$ cat src/rtl/spi_eng_pkg.sv
package spi_eng_pkg;

  localparam int MB_CPHA = 0;
  localparam int MB_CPOL = 1;
  localparam int MB_LSB  = 3;
  localparam int MB_3W   = 4;
  localparam int MB_LOOP = 5;

  typedef struct packed {
    logic loop;
    logic three;
    logic rx_dir;
    logic lsb;
    logic cpol;
    logic cpha;
  } cfg_t;

  // Effective word length from the raw code: zero means a byte, clamp at maxw.
  function automatic int eff_len(input int raw, input int maxw);
    if (raw == 0) return (maxw < 8) ? maxw : 8;
    if (raw > maxw) return maxw;
    return raw;
  endfunction

  // Wire bit index on the line after 'edges' clock edges of the word.
  function automatic int bit_slot(input int edges, input logic cpha);
    if (cpha && edges > 0) return (edges - 1) / 2;
    return edges / 2;
  endfunction

  // Word bit position carried by wire slot 'slot'.
  function automatic int word_pos(input int slot, input int len, input logic lsb);
    return lsb ? slot : (len - 1 - slot);
  endfunction

endpackage

$ cat src/rtl/spi_eng_tick.sv
module spi_eng_tick #(
  parameter int DIV_W = 8
) (
  input  logic             clk,
  input  logic             rst_n,
  input  logic             run,
  input  logic             load,
  input  logic [DIV_W-1:0] div,
  output logic             tick
);
  logic [DIV_W-1:0] div_q;
  logic [DIV_W-1:0] cnt_q;

  assign tick = run && (cnt_q == div_q);

  always_ff @(posedge clk or negedge rst_n) begin
    if (!rst_n) begin
      div_q <= '0;
      cnt_q <= '0;
    end else if (load) begin
      div_q <= div;
      cnt_q <= '0;
    end else if (run) begin
      cnt_q <= tick ? '0 : cnt_q + DIV_W'(1);
    end
  end

  // half-period counter never passes the latched divider
  p_cnt_bound_r1: assert property (@(posedge clk) disable iff (!rst_n)
    run |-> (cnt_q <= div_q));

endmodule

$ cat src/rtl/spi_eng_seq.sv
module spi_eng_seq
  import spi_eng_pkg::*;
#(
  parameter int DATA_W = 32,
  parameter int LEN_W  = $clog2(DATA_W + 1),
  parameter int CNT_W  = LEN_W + 1
) (
  input  logic              clk,
  input  logic              rst_n,
  input  logic              start,
  input  logic [DATA_W-1:0] tx_word,
  input  logic              tx_valid,
  input  logic [LEN_W-1:0]  word_len,
  input  logic [7:0]        mode,
  input  logic              rx_dir,
  input  logic              tick,
  input  logic              rx_src,
  output logic              load,
  output logic              busy,
  output cfg_t              cfg,
  output logic              tx_bit,
  output logic              sck,
  output logic [DATA_W-1:0] rx_word,
  output logic              done
);
  localparam int IDX_W = (DATA_W > 1) ? $clog2(DATA_W) : 1;

  function automatic logic [DATA_W-1:0] low_mask(input logic [LEN_W-1:0] n);
    logic [DATA_W-1:0] m;
    for (int i = 0; i < DATA_W; i++) m[i] = (i < int'(n));
    return m;
  endfunction

  logic              busy_q, done_q;
  cfg_t              cfg_q;
  logic [LEN_W-1:0]  len_q, len_eff;
  logic [DATA_W-1:0] tx_q, acc_q, acc_nxt, rx_q;
  logic [CNT_W-1:0]  e_q, next_e;
  logic [IDX_W-1:0]  tx_pos, rx_pos;
  logic              sample_now, last_edge;

  assign load       = start && !busy_q;
  assign len_eff    = LEN_W'(eff_len(int'(word_len), DATA_W));
  assign next_e     = e_q + CNT_W'(1);
  assign sample_now = busy_q && tick && (next_e[0] ^ cfg_q.cpha);
  assign last_edge  = busy_q && tick && (next_e == {len_q, 1'b0});
  assign tx_pos     = IDX_W'(word_pos(bit_slot(int'(e_q), cfg_q.cpha), int'(len_q), cfg_q.lsb));
  assign rx_pos     = IDX_W'(word_pos(int'(e_q >> 1), int'(len_q), cfg_q.lsb));
  assign tx_bit     = busy_q && tx_q[tx_pos];

  always_comb begin
    acc_nxt = acc_q;
    if (sample_now) acc_nxt[rx_pos] = rx_src;
  end

  always_ff @(posedge clk or negedge rst_n) begin
    if (!rst_n) begin
      busy_q <= 1'b0;
      done_q <= 1'b0;
      cfg_q  <= '0;
      len_q  <= '0;
      tx_q   <= '0;
      acc_q  <= '0;
      rx_q   <= '0;
      e_q    <= '0;
    end else begin
      done_q <= 1'b0;
      if (load) begin
        busy_q <= 1'b1;
        cfg_q  <= '{loop: mode[MB_LOOP], three: mode[MB_3W], rx_dir: rx_dir,
                    lsb: mode[MB_LSB], cpol: mode[MB_CPOL], cpha: mode[MB_CPHA]};
        len_q  <= len_eff;
        tx_q   <= tx_valid ? (tx_word & low_mask(len_eff)) : '0;
        acc_q  <= '0;
        e_q    <= '0;
      end else if (busy_q && tick) begin
        e_q   <= next_e;
        acc_q <= acc_nxt;
        if (last_edge) begin
          busy_q <= 1'b0;
          done_q <= 1'b1;
          rx_q   <= acc_nxt;
        end
      end
    end
  end

  assign busy    = busy_q;
  assign done    = done_q;
  assign cfg     = cfg_q;
  assign rx_word = rx_q;
  assign sck     = busy_q ? (cfg_q.cpol ^ e_q[0]) : mode[MB_CPOL];

  // completion only ends a running word
  p_done_ends_word_r7: assert property (@(posedge clk) disable iff (!rst_n)
    done_q |-> ($past(busy_q) && !busy_q));
  // edge count stays inside the word
  p_edge_bound_r7: assert property (@(posedge clk) disable iff (!rst_n)
    busy_q |-> (e_q < {len_q, 1'b0}));
  // transmit data not reloaded while a word runs
  p_tx_hold_r10: assert property (@(posedge clk) disable iff (!rst_n)
    (busy_q && $past(busy_q)) |-> $stable(tx_q));
  // bits above the word length read zero
  p_rx_upper_zero_r6: assert property (@(posedge clk) disable iff (!rst_n)
    done_q |-> ((rx_q & ~low_mask(len_q)) == '0));

endmodule

$ cat src/rtl/spi_word_engine.sv
module spi_word_engine
  import spi_eng_pkg::*;
#(
  parameter int DATA_W = 32,
  parameter int DIV_W  = 8,
  parameter int LEN_W  = $clog2(DATA_W + 1)
) (
  input  logic              clk,
  input  logic              rst_n,
  input  logic              start,
  input  logic [DATA_W-1:0] tx_word,
  input  logic              tx_valid,
  input  logic [LEN_W-1:0]  word_len,
  input  logic [DIV_W-1:0]  clk_div,
  input  logic [7:0]        mode,
  input  logic              rx_dir,
  input  logic              miso,
  input  logic              sdio_in,
  output logic              sck,
  output logic              mosi,
  output logic              mosi_oe,
  output logic [DATA_W-1:0] rx_word,
  output logic              done,
  output logic              busy
);
  logic load, tick, tx_bit, rx_src;
  cfg_t cfg;

  spi_eng_tick #(.DIV_W(DIV_W)) u_tick (
    .clk(clk), .rst_n(rst_n), .run(busy), .load(load), .div(clk_div), .tick(tick)
  );

  spi_eng_seq #(.DATA_W(DATA_W), .LEN_W(LEN_W)) u_seq (
    .clk(clk), .rst_n(rst_n), .start(start), .tx_word(tx_word), .tx_valid(tx_valid),
    .word_len(word_len), .mode(mode), .rx_dir(rx_dir), .tick(tick), .rx_src(rx_src),
    .load(load), .busy(busy), .cfg(cfg), .tx_bit(tx_bit), .sck(sck),
    .rx_word(rx_word), .done(done)
  );

  // Receive source: own bits in loopback, shared pad in 3-wire, else miso.
  always_comb begin
    if (cfg.loop)       rx_src = tx_bit;
    else if (cfg.three) rx_src = sdio_in;
    else                rx_src = miso;
  end

  assign mosi_oe = !(cfg.three && cfg.rx_dir);
  assign mosi    = mosi_oe && tx_bit;

  // serial clock only moves on a half-period tick
  p_sck_hold_r1: assert property (@(posedge clk) disable iff (!rst_n)
    (busy && $past(busy) && !$past(tick)) |-> $stable(sck));
  // output data only moves on a half-period tick
  p_mosi_hold_r2: assert property (@(posedge clk) disable iff (!rst_n)
    (busy && $past(busy) && !$past(tick)) |-> $stable(mosi));

endmodule

$ cat config.mk
export PLATFORM = sky130hd
export DESIGN_NAME = spi_word_engine
export DESIGN_NICKNAME = d
export VERILOG_FILES = /design/src/rtl/spi_eng_pkg.sv /design/src/rtl/spi_eng_tick.sv /design/src/rtl/spi_eng_seq.sv /design/src/rtl/spi_word_engine.sv
export SDC_FILE = /design/constraint.sdc
export NUM_CORES = 1
export LEC_CHECK = 0
export BUFFER_PORTS_ARGS = -buffer_cell sky130_fd_sc_hd__buf_4
export CAP_MARGIN = 20
export CORE_AREA = 5 5 138 140
export DETAILED_ROUTE_END_ITERATION = 10
export DIE_AREA = 0 0 143 145
export GPL_ROUTABILITY_DRIVEN = 0
export PLACE_DENSITY = 0.71
export SETUP_SLACK_MARGIN = 0.3
export SLEW_MARGIN = 10
export SYNTH_ARGS = -nofsm -noshare
export SYNTH_HDL_FRONTEND = slang
export SYNTH_SLANG_ARGS = --single-unit
export TNS_END_PERCENT = 30
$ cat constraint.sdc
create_clock -name clk -period 8.8 [get_ports clk]
set_clock_uncertainty 0.2 [all_clocks]
set_input_delay 2.64 -clock clk [delete_from_list [all_inputs] [get_ports clk]]
set_output_delay 2.64 -clock clk [all_outputs]
set_load 0.03 [all_outputs]
==> reports/metrics.cfg <==
[outcome]
status=complete, no violations

[place]
dpl.hpwl_um=13400
dpl.cell_count=1165
io_buffers=94
place_ws_ns=1.34

[synth]
synth_edf_count=0
synth.top_cell.area_share_pct=42.7
synthesis.yosys.warnings=0
synth_fp_nets=960
synthArstFlopShare_pct=100
ys_ff_latch=133
synth-main-ff-cell=dfrtp_1
yosysTopAreaCell=dfrtp_1
netlist_area_um2=7790
synth_cells=882
seq_area_frac_synth_pct=42.7
synth.area.top_cells=dfrtp_1 43%, nand2_1 7.4%, o21ai_0 4.6%
ys_types=59
syn_area_per_cell_um2=8.83

[cells_and_area]
drive_gt1_share_pct=17.6
nFillCells=1665
area_delta_synth_final_pct=19.0
mostFrequentLayoutCell=nand2_1
antenna_cells=0
layout_common_cells=154 x nand2_1, 133 x dfrtp_1, 102 x buf_4, 74 x nor2_1, 71 x o21ai_0
layout.cells.non_filler=1199
fin_util_pct=52.3
nNetsFinal=1035

[setup_path]
worstPathMaxFanout=13
worst-path-buf-inv=1
worstSetupPathType=reg -> out
cp-start-kind=flop
endpoint_kind=output pin
required_ns=5.96
path_common_cell=ha_1
path_cells=or4_1, nor2_1, ha_1, ha_1, o31a_1, o221ai_1, xnor2_1, ha_1, o21a_1, or4_1, o311ai_0, nor3_1, a22oi_1, a31oi_1, o21ai_0, a21oi_1, buf_4
rrSetupSlack_ns=3.13
slowest_delay_ns=0.62
arrival_ns=5.15
critical_path.top_delay_family=compound AO/OA/AOI/OAI gates
cp_slowest_cell=or4_1

[grt]
grt_pass1_vias=6496
grt_pass1_wl_um=32700
grt_max_degree=82
grt_remaining_overflow=0
grt_usage_pct=19.1
antenna_found_initial=0

[timing]
final.setup.worst_slack_ns=0.808
max_slew.worst_pin.slew_ns=0.821
fmax_ghz=0.125
slew_viol_final=0
relSlewSlack_pct=44.9
period_minus_slack_ns=7.99
fin_crit_sh_pct=90.8
rsz0062_at_grt=no
hold_viol_final=0
fin_tns_setup_ns=0
finalSetupViolations=0

[die]
initial_core_util_pct=43.9
dieWidth_um=143
core_area_um2=17700
fp.dieH_um=145
die-area_um2=20700
io_pins=98
num_rows=49

[routing]
wl_per_cell_um=16.3
avgViaCountPerCell=5.62
drtIter0Drc=412
first_pass_iters=8
wirelength_um=19600
detail-route-antenna-nets=0
dr_total_vias=6743
drc=0

[clock_network]
cts_setup_buffers=0
cts_hold_buf=0
htree_levels=4
insertion_delay_ns=0.42
cts-resized-gates=0
numCtsBuffers=17
path_clk_slew_ns=0.06
cts_tree=built
cts_buffer_depth=2
clock_sinks=133
cts_root_buf=clkbuf_16

[run]
drv_cap=0

[pwr]
vdd_ir_drop_max_mv=0.164
cellPowerDensity_nw_per_um2=286
power_uw=2650
combPwrFrac_pct=41.7
p_int_uw=1530
switching_share_pct=42.2
p_leak_uw=0.00403
seqPwrFrac_pct=31.5
clkPwrFrac_pct=26.7
p_sw_uw=1120

[min_path]
hp-class=reg -> reg

power groups by stage:
| stage | combinational [uW] | clock (uW) | sequential (uW) |
|---|---|---|---|
| 2_1_floorplan | 858 | 0 | 824 |
| 3_3_place_gp | 1080 | 0 | 841 |
| 3_5_place_dp | 1100 | 0 | 845 |
| 4_1_cts | 1110 | 724 | 835 |
| 5_1_grt | 1230 | 750 | 851 |
| 6_report | 1110 | 709 | 836 |
cell usage after synthesis, drive strengths merged, types with 22 or more instances:
cell type and n:
nand2 154, dfrtp 133, o21ai 79, nor2 75
o31ai 34, nor3 32, a21oi 31, a31oi 31
nand2b 31, nand3 30, clkbuf 28, mux2i 26
buf 22
cell type report:
class | instances | area, um^2 | area share, %
tap | 229 | 287 | 3.09
sequential | 133 | 3330 | 35.9
multi-input combinational | 682 | 4160 | 44.9
clock buffer | 17 | 425 | 4.59
inverter | 17 | 63.8 | 0.689
clock inverter | 15 | 165 | 1.78
timing repair buffer | 106 | 836 | 9.02
final timing paths:
path                            startpoint           endpoint  cells after the start
setup / recovery              u_seq.e_q[0]               mosi                     17
hold / removal             u_seq.acc_q[21]    u_seq.acc_q[21]                      2
setup reg to reg              u_seq.e_q[0]    u_seq.acc_q[15]                     17
hold reg to reg            u_seq.acc_q[21]    u_seq.acc_q[21]                      2
max in group asynchronous            rst_n    u_seq.acc_q[28]                      3
min in group asynchronous            rst_n  u_seq.rx_word[26]                      1
metal layers:
layer	global-route usage [%]	vias to the layer above	share of wire, %
li1	-	3309	-
met3	4.24	25	5.9
met2	29.5	201	46
met1	27.2	3208	47
met5	0	-	0
met4	4.75	0	1.4
kinds of logic after synthesis:
kind of cell,count (synthesis),synth area share (%)
AO/OA/AOI/OAI,228,20.6
adder cells (fa/ha/maj),17,2.92
multiplexers,27,3.49
flip-flops,133,42.7
AND/OR/NAND/NOR,372,21.9
buffers and inverters,67,4.05
XOR/XNOR,38,4.27
metrics by stage:
step	cell area (um^2)	hold slack, ns
after floorplan	7790	0.238
after global placement	8620	0.252
after detailed placement	8630	0.258
after CTS	9220	0.272
after global routing	9270	0.291
final	9270	0.271
registers in the layout (all words and copies together) (netlist names):
register and flops:
u_seq.acc_q 32, u_seq.rx_word 32, u_seq.tx_q 32, u_tick.cnt_q 8, u_tick.div_q 8, u_seq.e_q 7, u_seq.cfg 6, u_seq.len_q 6
u_seq.busy 1, u_seq.done 1
worst min-delay path: stages, from the launching register on:
cell     delay (ns)
dfrtp_1        0.34
nand2_1        0.05
nand2_1        0.05
(Power assumes the default switching activity.)
